`src/rtl/rtc_div_pkg.sv`:
```
package rtc_div_pkg;

  localparam logic [2:0] MODE_RUN = 3'b010;

  function automatic logic mode_is_run(input logic [2:0] m);
    return m == MODE_RUN;
  endfunction

  function automatic logic mode_is_clear(input logic [2:0] m);
    return m[2:1] == 2'b11;
  endfunction

endpackage

```
`src/rtl/rtc_div_rst_sync.sv`:
```
module rtc_div_rst_sync (
  input  logic clk_i,
  input  logic rst_ni,
  output logic srst_no
);

  logic [1:0] sync_q;
  logic [1:0] sync_d;

  always_comb begin
    sync_d = {sync_q[0], 1'b1};
  end

  always_ff @(posedge clk_i or negedge rst_ni) begin
    if (!rst_ni) begin
      sync_q <= 2'b00;
    end else begin
      sync_q <= sync_d;
    end
  end

  assign srst_no = sync_q[1];

endmodule

```
`src/rtl/rtc_div_ctrl.sv`:
```
module rtc_div_ctrl
  import rtc_div_pkg::*;
(
  input  logic [2:0] mode_i,
  output logic       run_o,
  output logic       clear_o
);

  always_comb begin
    run_o   = mode_is_run(mode_i);
    clear_o = mode_is_clear(mode_i);
  end

endmodule

```
`src/rtl/rtc_div_chain.sv`:
```
module rtc_div_chain #(
  parameter int STAGES = 22
) (
  input  logic              clk_i,
  input  logic              rst_ni,
  input  logic              run_i,
  input  logic              clear_i,
  output logic [STAGES-1:0] cnt_o
);

  localparam logic [STAGES-1:0] MIDPOINT = {1'b1, {(STAGES-1){1'b0}}};

  logic [STAGES-1:0] cnt_q;
  logic [STAGES-1:0] cnt_d;
  logic              cnt_en;

  always_comb begin
    cnt_en = clear_i | run_i;
    if (clear_i) begin
      cnt_d = MIDPOINT;
    end else begin
      cnt_d = cnt_q + 1'b1;
    end
  end

  always_ff @(posedge clk_i or negedge rst_ni) begin
    if (!rst_ni) begin
      cnt_q <= MIDPOINT;
    end else if (cnt_en) begin
      cnt_q <= cnt_d;
    end
  end

  assign cnt_o = cnt_q;

endmodule

```
`src/rtl/rtc_div_tap.sv`:
```
module rtc_div_tap #(
  parameter int STAGES    = 22,
  parameter int RATE_W    = 4,
  parameter int FAST_RATE = 13
) (
  input  logic              clk_i,
  input  logic              rst_ni,
  input  logic              run_i,
  input  logic [STAGES-1:0] cnt_i,
  input  logic [RATE_W-1:0] rate_i,
  output logic              update_o,
  output logic              periodic_o
);

  localparam int IDX_W = $clog2(STAGES);
  localparam logic [RATE_W-1:0] FAST = RATE_W'(FAST_RATE);

  // ones_pfx[k] is set when the low k+1 bits of the chain are all ones
  logic [STAGES-1:0] ones_pfx;

  assign ones_pfx[0] = cnt_i[0];
  for (genvar k = 1; k < STAGES; k++) begin : g_pfx
    assign ones_pfx[k] = ones_pfx[k-1] & cnt_i[k];
  end

  logic [RATE_W-1:0] eff_rate;
  logic [IDX_W-1:0]  tap_idx;
  logic              upd_d, per_d;
  logic              upd_q, per_q;

  always_comb begin
    eff_rate = (rate_i > FAST) ? FAST : rate_i;
    tap_idx  = IDX_W'(STAGES - 1) - IDX_W'(eff_rate);
    upd_d    = run_i & ones_pfx[STAGES-1];
    per_d    = run_i & (rate_i != '0) & ones_pfx[tap_idx];
  end

  always_ff @(posedge clk_i or negedge rst_ni) begin
    if (!rst_ni) begin
      upd_q <= 1'b0;
      per_q <= 1'b0;
    end else begin
      upd_q <= upd_d;
      per_q <= per_d;
    end
  end

  assign update_o   = upd_q;
  assign periodic_o = per_q;

endmodule

```
`src/rtl/rtc_divider.sv`:
```
module rtc_divider #(
  parameter int STAGES    = 22,
  parameter int RATE_W    = 4,
  parameter int FAST_RATE = 13
) (
  input  logic              clk_i,
  input  logic              rst_ni,
  input  logic [2:0]        mode_i,
  input  logic [RATE_W-1:0] rate_i,
  output logic              update_o,
  output logic              periodic_o
);

  logic              srst_n;
  logic              run;
  logic              clear;
  logic [STAGES-1:0] chain_cnt;

  rtc_div_rst_sync u_rst (
    .clk_i   (clk_i),
    .rst_ni  (rst_ni),
    .srst_no (srst_n)
  );

  rtc_div_ctrl u_ctrl (
    .mode_i  (mode_i),
    .run_o   (run),
    .clear_o (clear)
  );

  rtc_div_chain #(.STAGES(STAGES)) u_chain (
    .clk_i   (clk_i),
    .rst_ni  (srst_n),
    .run_i   (run),
    .clear_i (clear),
    .cnt_o   (chain_cnt)
  );

  rtc_div_tap #(
    .STAGES    (STAGES),
    .RATE_W    (RATE_W),
    .FAST_RATE (FAST_RATE)
  ) u_tap (
    .clk_i      (clk_i),
    .rst_ni     (srst_n),
    .run_i      (run),
    .cnt_i      (chain_cnt),
    .rate_i     (rate_i),
    .update_o   (update_o),
    .periodic_o (periodic_o)
  );

endmodule

```
`config.mk`:
```
export PLATFORM = sky130hd
export DESIGN_NAME = rtc_divider
export DESIGN_NICKNAME = d
export VERILOG_FILES = /design/src/rtl/rtc_div_pkg.sv /design/src/rtl/rtc_div_rst_sync.sv /design/src/rtl/rtc_div_ctrl.sv /design/src/rtl/rtc_div_chain.sv /design/src/rtl/rtc_div_tap.sv /design/src/rtl/rtc_divider.sv
export SDC_FILE = /design/constraint.sdc
export NUM_CORES = 1
export LEC_CHECK = 0
export ABC_AREA = 1
export BUFFER_PORTS_ARGS = -buffer_cell sky130_fd_sc_hd__buf_2
export CAP_MARGIN = 20
export CORE_AREA = 2 2 63 65
export DETAILED_ROUTE_END_ITERATION = 8
export DIE_AREA = 0 0 65 67
export HOLD_SLACK_MARGIN = 0.08
export MAX_ROUTING_LAYER = met4
export PLACE_DENSITY = 0.68
export SLEW_MARGIN = 20
export SYNTH_ARGS = -nofsm -noshare
export SYNTH_HDL_FRONTEND = slang
export SYNTH_SLANG_ARGS = --single-unit
export TNS_END_PERCENT = 20
```
`constraint.sdc`:
```
create_clock -name clk_i -period 1.16 [get_ports clk_i]
set_input_delay 0.232 -clock clk_i [delete_from_list [all_inputs] [get_ports clk_i]]
set_output_delay 0.232 -clock clk_i [all_outputs]
set_load 0.03 [all_outputs]
```
* Yosys cells after proc, flatten, opt, wreduce, memory -nomap -nowiden
Cells that the tools add are included. Widths: inputs -> output; s select.
Word-level totals: flip-flop bits (word level) 26
Operators by class: $add $sub $neg 2, order comparisons 2, equality and inequality tests 2, mux-type cells 4, bitwise logic cells 25, reductions and logical operators 1
Operators with widths (number):
- $and 1x1->1 | 24
- $add 22x1->22 const B | 1
- $mux 22 | 1
- $lt 5x6->1 const B | 1
- $bmux 1 s5 | 1
- $sub 5x4->5 const A | 1
- $gt 4x4->1 const B | 1
- $mux 4 | 1
- $reduce_bool 4->1 | 1
- $eq 3x2->1 const B | 1
- $eq 2x2->1 const B | 1
- $mux 1 | 1
- $or 1x1->1 | 1

* Logic depth before layout (Yosys ltp)
Gate-level depths: netlist (run 1).
word-level depth 24, gate-level depth with buffers 12, mapped depth without buffers 12

* By module
From an unflattened synthesis (run 1), not the netlist that was laid out.
Second synthesis, totals: cell total of the unflattened synthesis 268, area total of the unflattened synthesis 1766.7 um^2
By module, submodules not included:
- rtc_div_chain | instances 1, cells each 177, area an instance 1237.4 um^2
- rtc_div_tap | instances 1, cells each 83, area an instance 454.2 um^2
- rtc_div_rst_sync | instances 1, cells each 3, area an instance 53.8 um^2
- rtc_div_ctrl | instances 1, cells each 5, area an instance 21.3 um^2

* Worst setup path after synthesis (run 1)
OpenSTA, ideal clock, no wires.
kind input -> register, from input port rate_i[2], to register u_tap.per_q, in the netlist u_tap.periodic_o, setup time 0.114 ns, arrival 1.479 ns, required time 1.046 ns, slack -0.433 ns, stages 12, buffers on the path 0, cells stage by stage nand3_2 nand2_2 inv_2 ha_1 inv_1 a21oi_1 o21ai_0 nand2_1 a21oi_1 nand2_1 nand2_1 nor2_2
Between the ends: cells in the longest elaborated chain, start to end 6
RTL lines:
- start: declaration | RTL line rtc_divider.sv:9 | input logic [RATE_W-1:0] rate_i,
- $gt 4x4->1 | RTL line rtc_div_tap.sv:32 | eff_rate = (rate_i > FAST) ? FAST : rate_i;
- $mux 4 | RTL line rtc_div_tap.sv:32
- $sub 5x4->5 | RTL line rtc_div_tap.sv:33 | tap_idx = IDX_W'(STAGES - 1) - IDX_W'(eff_rate);
- $bmux 1 s5 | RTL line rtc_div_tap.sv:35 | per_d = run_i & (rate_i != '0) & ones_pfx[tap_idx];
- $mux 1 (not written as such) | RTL line rtc_div_tap.sv:35
- $and 1x1->1 * | RTL line rtc_div_tap.sv:35
- via u_tap.per_d | RTL line rtc_div_tap.sv:28 | logic upd_d, per_d;
- end signal: assignment | RTL line rtc_div_tap.sv:44 | per_q <= per_d;
- end: declaration | RTL line rtc_div_tap.sv:29 | logic upd_q, per_q;
Mark *: on every way through the listed nets, which the timed path passes. The rest lies on a longest branch. The select of a mux whose other input is x is not followed. A chain may end at the register's enable or synchronous reset.

* Worst setup path in the final report (run 1)
from register u_chain.cnt_q[0], in the netlist u_chain.cnt_o[0], to register u_tap.per_q, in the netlist u_tap.periodic_o
Between the ends: cells in the longest elaborated chain, start to end 24
RTL lines:
- start: declaration | RTL line rtc_div_chain.sv:13 | logic [STAGES-1:0] cnt_q;
- start signal: assignment | RTL line rtc_div_chain.sv:30 | cnt_q <= cnt_d;
- $and 1x1->1 (21 in series) | RTL line rtc_div_tap.sv:23 | assign ones_pfx[k] = ones_pfx[k-1] & cnt_i[k];
- $bmux 1 s5 * | RTL line rtc_div_tap.sv:35
- $mux 1 (not written as such) * | RTL line rtc_div_tap.sv:35
- $and 1x1->1 * | RTL line rtc_div_tap.sv:35
- via u_tap.per_d | RTL line rtc_div_tap.sv:28
Marks and branches as above.

==> impl_metrics.yaml, run 1 <==
timing:
  maxSlewViolCount: 0
  finalSetupViolations: 21
  fin_skew_ns: 0.00659
  min_period_ns: 1.53
  fmax_ghz: 0.653
  rsz0062_at_grt: "yes"
  fin_setup_tns_ns: -5.52
  fin_crit_sh_pct: 132
  hold_viol_final: 0
  setup_slack_ns: -0.372
detailed_routing:
  dr.first_iter.drc_count: 126
  drt_wl_total_um: 4930
  vias_per_cell: 5.21
  antenna_left: 0
  drc_errors: 0
  num_vias: 1917
  wl_per_cell_um: 13.4
  dr.pass1.iters: 5
finish:
  seq_area_um2: 653
  syn_to_final_growth_pct: 42.6
  drive_gt1_share_pct: 39.7
  n_antenna_cell: 0
  num-nets-final: 333
  n_fill_cell: 288
  multiInputGateArea_um2: 1110
  instances_no_fill: 368
synth:
  synth_cells: 245
  synth_edf_count: 0
  yosys_warnings: 0
  synth_compound_area_share_pct: 12.8
  synth_area_um2: 1780
  synthDistinctLibCells: 36
  synthAdderAreaFrac_pct: 2.11
  seq_area_frac_synth_pct: 36.6
  synth_top_family_by_area: "simple AND/OR/NAND/NOR gates"
  syn_nets: 257
  syn_avg_cell_area_um2: 7.26
  synth-seq-cells: 26
  ys_top_cells_by_count: "nand2_1 (49), inv_1 (31), dfrtp_1 (25), nand3_1 (25), nor2_1 (21)"
  synthArstFlopShare_pct: 100
  ys_top_cells_by_area: "dfrtp_1 (35%), nand2_1 (10%), nand3_1 (7.0%)"
  synth_top_area_share_pct: 35.2
  synth-xor-area-share_pct: 0.492
  synth.most_common_cell: "nand2_1"
  synth_mux_area_share_pct: 0
  yosysTopAreaCell: "dfrtp_1"
  synth_simple_gate_area_share_pct: 39.4
  synth_ff_type: "dfrtp_1"
clock_network:
  clock_latency_ns: 0.28
  clock_path_buffers: 2
  cts_root_buffer: "clkbuf_8"
  cts_made_buffers: 3
  cts_sinks: 26
  cts_tree: "done"
  htree_levels: 1
  cts.clk_slew.worst_paths_ns: 0.09
min_path:
  holdCritPathClass: "reg2async"
global_routing:
  grt_max_degree: 25
  grt_use_total_pct: 25.6
  grt_pass1_vias: 1806
  overflow: 0
  antenna_found_initial: 0
  grt_first_pass_wirelength_um: 8260
critical_path:
  reg2regPathDepth: 11
  crit_fanout: 3
  startpoint: "u_chain.cnt_o[0]$_DFFE_PN0P_"
  crit_path_max_incr_delay_ns: 0.41
  ff2ff_setup_slack_ns: -0.37
  end_kind: "register"
  critPathKind: "reg2reg"
  cp-start-kind: "register"
  crit_top_cell: "nand2_1"
  r2r-start: "u_chain.cnt_o[0]$_DFFE_PN0P_"
  crit_arrival_ns: 1.76
  crit_required_ns: 1.38
  reg2reg_to: "u_tap.periodic_o$_DFF_PN0_"
  critPathSlowestCell: "dfrtp_1"
  crit_chain: "ha_4 > ha_4 > inv_2 > nor2_4 > a21boi_2 > nand2_1 > nand2_1 > nand3_1 > nand2_1 > nand2_1 > nor2_2"
  endpoint: "u_tap.periodic_o$_DFF_PN0_"
run:
  drv_cap: 0
place:
  port-buffer-count: 10
  gp_congestion: 0.877
  post-dp-hpwl_um: 3720
  dp_cells: 362
die:
  num_io_pins: 11
  rows: 22
  initial_core_util_pct: 49.3
  die-area_um2: 4360
  die_x_um: 65
  die_h_um: 67
  core_um2: 3610
power:
  peakVddDrop_mv: 0.505
  finalPower_uw: 1830
  p_per_area_nw_per_um2: 720
  power_leakage_uw: 0.00122
run_status:
  status: "finished with violations"
  failed_checks: "negative setup slack"
-- registers in the layout (all words and copies together) (netlist names) --
name / count
u_tap.periodic_o: 1
u_chain.cnt_o: 22
u_tap.update_o: 1
u_rst.sync_q: 2
-- area by class of cell --
| type | count | share of cell area [%] |
|---|---|---|
| timing repair buffer | 74 | 21.0 |
| inverter | 36 | 5.37 |
| clock buffer | 4 | 1.78 |
| tap | 48 | 2.37 |
| multi-input combinational | 180 | 43.7 |
| sequential | 26 | 25.7 |
-- power breakdown --
group	leakage [uW]	switching, uW	total, uW	internal (uW)
clock	0.0000228	291	538	247
sequential	0.000351	20.5	948	928
combinational	0.000847	185	341	156
total	0.00122	496	1830	1330
-- stage by stage --
stage / worst slack, ns / hold WS (ns) / utilization, % / instance area (um^2)
detailed placement: -0.399 / 0.0194 / 66.6 / 2400
global placement: -0.364 / 0.0168 / 66.6 / 2400
global route: -0.580 / 0.268 / 70.4 / 2540
finish: -0.372 / 0.240 / 70.4 / 2540
CTS: -0.368 / 0.254 / 69.4 / 2500
floorplan: -0.260 / -0.0636 / - / 1840
-- worst max-delay path: cells and delay by family, from the launching register on --
kind                     cells  cell delay [ns]
AO/OA/AOI/OAI                1             0.18
flip-flops                   1             0.41
AND/OR/NAND/NOR              7             0.55
adder cells (fa/ha/maj)      2             0.31
buffers and inverters        1             0.04
-- cell usage in the layout (no fill, tap or decap), types with 2 or more instances in the layout --
cell type  instances
buf_4             63
nand2_1           46
inv_1             28
nand3_1           24
dfrtp_1           24
a21oi_1           19
nor2_1            18
buf_2             10
nor2_4             8
nand2_2            7
inv_2              6
nor3_1             6
o21ai_0            6
nor3_2             5
o21ai_1            5
nor2_2             4
nand3b_1           3
nand4_1            3
o21ai_2            3
ha_4               3
clkbuf_8           3
nand2_4            2
nand3_4            2
nand3_2            2
a22o_1             2
-- repair_timing --
| item | in CTS | in global routing |
|---|---|---|
| hold buffers | 1 | 0 |
| endpoints found under the setup margin | 21 | 21 |
| gates resized for setup | 10 | 12 |
| buffers inserted | 1 | 0 |
| pin swaps | 0 | 7 |
| endpoints found under the hold margin | 2 | 0 |
-- routing by layer --
metal / share of wire [%] / vias up / wire length, um / GRT usage (%)
li1: - / 952 / - / -
met2: 49 / 52 / 2400 / 43.0
met4: 1.7 / 0 / 82 / 6.38
met3: 4.4 / 9 / 218 / 2.53
met1: 45 / 904 / 2230 / 33.4
met5: 0 / - / 0 / -
-- cell families after synthesis --
group / Yosys count
DFF: 26
buffers and inverters: 39
AOI/OAI and AO/OA: 41
other: 1
and+or+nand+nor: 134
adders and majority gates: 3
xor gates and xnor gates: 1
-- how the worst min path moves through the flow --
stage	from	endpoint	slack, ns	depth (start not counted)
floorplan	rst_ni	u_rst.sync_q[0]$_DFF_PN0_	-0.06	0
global placement	rst_ni	u_rst.sync_q[1]$_DFF_PN0_	0.02	1
detailed placement	rst_ni	u_rst.sync_q[1]$_DFF_PN0_	0.02	1
CTS	u_rst.sync_q[1]$_DFF_PN0_	u_chain.cnt_o[16]$_DFFE_PN0P_	0.25	1
global route	rst_ni	u_rst.sync_q[0]$_DFF_PN0_	0.27	2
finish	u_rst.sync_q[1]$_DFF_PN0_	u_chain.cnt_o[16]$_DFFE_PN0P_	0.24	1
(Power assumes the default switching activity.)
==> run 2, diff against run 1 <==
--- a/config.mk
+++ b/config.mk
@@ -7,7 +7,6 @@
 export LEC_CHECK = 0
 export ABC_AREA = 1
 export BUFFER_PORTS_ARGS = -buffer_cell sky130_fd_sc_hd__buf_2
-export CAP_MARGIN = 20
 export CORE_AREA = 2 2 63 65
 export DETAILED_ROUTE_END_ITERATION = 8
 export DIE_AREA = 0 0 65 67
==> constraint.sdc (replaced) <==
create_clock -name clk_i -period 1.16 [get_ports clk_i]
set_input_delay 0.116 -clock clk_i [delete_from_list [all_inputs] [get_ports clk_i]]
set_output_delay 0.116 -clock clk_i [all_outputs]
set_load 0.03 [all_outputs]
==> run 2 against run 1 <==
  * The run still ends with negative setup slack left
  * Count of clock-buffer cells in the layout fell by 1
  * Non-clock buffer count fell by 2
  * Fmax fell by 1.2%
  * Critical endpoint is now u_chain.cnt_o[16]$_DFFE_PN0P_
==> impl_metrics.yaml, run 2 (synthesis gave the netlist of run 1 again) <==
critical_path:
  reg2regPathDepth: 10
  crit_arrival_ns: 1.74
  crit_required_ns: 1.35
  end_kind: "register"
  crit_top_cell: "nand2_2"
  path_buf_inv: 1
  r2r-start: "u_chain.cnt_o[0]$_DFFE_PN0P_"
  critPathTopFamily: "simple AND/OR/NAND/NOR gates"
  critPathKind: "reg2reg"
  critPathSlowestCell: "dfrtp_1"
  ff2ff_setup_slack_ns: -0.39
  crit_fanout: 3
  crit_path_max_incr_delay_ns: 0.42
  cp-start-kind: "register"
  crit_chain: "ha_4 > nand2_2 > nor3_4 > nand2_2 > nor2_4 > nand2_4 > clkinv_2 > nand4_1 > nand3_1 > nand2_1"
  reg2reg_to: "u_chain.cnt_o[16]$_DFFE_PN0P_"
finish:
  most-common-layout-cells: "buf_4 (60), nand2_1 (46), inv_1 (29)"
  syn_to_final_growth_pct: 42.5
  drive_gt1_share_pct: 37.7
  layout.cells.most_common: "buf_4"
  n_antenna_cell: 0
  largest_reg_flops: 22
  num-nets-final: 331
timing:
  hold_ws_ns: 0.135
  min_period_ns: 1.55
  rsz0062_at_grt: "yes"
  fin_crit_sh_pct: 134
  fin_skew_ns: 0.00508
  fin_setup_tns_ns: -5.26
  fmax_ghz: 0.645
  hold_viol_final: 0
  finalSetupViolations: 21
  maxSlewViolCount: 0
  setup_slack_ns: -0.390
die:
  die_h_um: 67
  core_um2: 3610
  die_x_um: 65
  rows: 22
  die-area_um2: 4360
  num_io_pins: 11
  initial_core_util_pct: 49.3
clock_network:
  clock_path_buffers: 2
  cts_made_buffers: 3
  cts_root_buffer: "clkbuf_8"
  cts.clk_slew.worst_paths_ns: 0.10
  cts_tree: "done"
  cts_sinks: 26
  htree_levels: 1
  clock_latency_ns: 0.29
global_routing:
  grt_first_pass_wirelength_um: 8390
  grt_use_total_pct: 26.3
  grt_max_degree: 25
  grt_pass1_vias: 1833
  antenna_found_initial: 0
  overflow: 0
run_status:
  status: "finished with violations"
  failed_checks: "negative setup slack"
power:
  power.switching_uw: 528
  power_leakage_uw: 0.00124
  swShare_pct: 25.4
  p_comb_share_pct: 16.4
  p_per_area_nw_per_um2: 820
  intPower_uw: 1550
  power_frac_seq_pct: 45.5
  clkPwrFrac_pct: 38.0
  peakVddDrop_mv: 0.498
detailed_routing:
  num_vias: 1891
  vias_per_cell: 5.17
  dr.pass1.iters: 4
  antenna_left: 0
  wl_per_cell_um: 13.5
  drc_errors: 0
  dr.first_iter.drc_count: 84
  drt_wl_total_um: 4930
run:
  drv_cap: 0
place:
  port-buffer-count: 10
  dp_slack_ns: -0.396
  post-dp-hpwl_um: 3720
  gp_congestion: 0.898
min_path:
  holdCritPathClass: "in2async"
[run 2: layout make-up]
type | count | area [um^2]
multi-input cells | 180 | 1090
fillers | 319 | 1070
flip-flops and latches | 26 | 652
repair buffers | 72 | 522
inverters | 36 | 136
well taps | 48 | 60.1
clock buffers | 3 | 41.3
clock inverters | 1 | 30.0
[run 2: worst max path at each step]
stage / end / startpoint / cells after the start / slack [ns]
floorplan: u_tap.periodic_o$_DFF_PN0_ / u_chain.cnt_o[0]$_DFFE_PN0P_ / 12 / -0.26
global placement: u_chain.cnt_o[16]$_DFFE_PN0P_ / u_chain.cnt_o[0]$_DFFE_PN0P_ / 10 / -0.31
detailed placement: u_chain.cnt_o[14]$_DFFE_PN0P_ / u_chain.cnt_o[0]$_DFFE_PN0P_ / 8 / -0.40
CTS: u_tap.periodic_o$_DFF_PN0_ / u_chain.cnt_o[0]$_DFFE_PN0P_ / 11 / -0.40
global route: u_chain.cnt_o[18]$_DFFE_PN0P_ / u_chain.cnt_o[0]$_DFFE_PN0P_ / 9 / -0.52
finish: u_chain.cnt_o[16]$_DFFE_PN0P_ / u_chain.cnt_o[0]$_DFFE_PN0P_ / 10 / -0.39
[run 2: worst register-to-register path, stage by stage (launching register included)]
cell,delay [ns]
dfrtp_1,0.42
ha_4,0.18
nand2_2,0.08
nor3_4,0.19
nand2_2,0.11
nor2_4,0.12
nand2_4,0.08
clkinv_2,0.06
nand4_1,0.08
nand3_1,0.08
nand2_1,0.05
[run 2: metal layers]
metal	vias to the layer above	track usage, %	routed length [um]
li1	956	-	-
met3	7	3.04	209
met5	-	-	0
met1	886	32.7	2200
met4	0	7.98	84
met2	42	45.2	2430
[run 2: stage by stage]
stage / area, um^2 / total power (uW) / utilization [%] / std cells
2_1_floorplan: 1830 / 1130 / - / 245
3_3_place_gp: 2370 / 1290 / 65.6 / 359
3_5_place_dp: 2370 / 1300 / 65.6 / 359
4_1_cts: 2480 / 2090 / 68.9 / 365
5_1_grt: 2540 / 2170 / 70.3 / 366
6_report: 2540 / 2080 / 70.3 / 366
[run 2: what timing repair did]
action / 4_1_cts / 5_1_grt
resized for setup: 11 / 11
setup buffers: 1 / 1
endpoints found under the setup margin: 21 / 22
pin swaps: 0 / 1
hold endpoints to repair: 2 / 0
hold buffers: 1 / 0
[run 2: power groups by stage]
stage / Clock (uW) / Sequential (uW) / Combinational, uW
2_1_floorplan: 0 / 979 / 149
3_3_place_gp: 0 / 964 / 324
3_5_place_dp: 0 / 965 / 332
4_1_cts: 800 / 948 / 338
5_1_grt: 835 / 951 / 381
6_report: 791 / 947 / 342
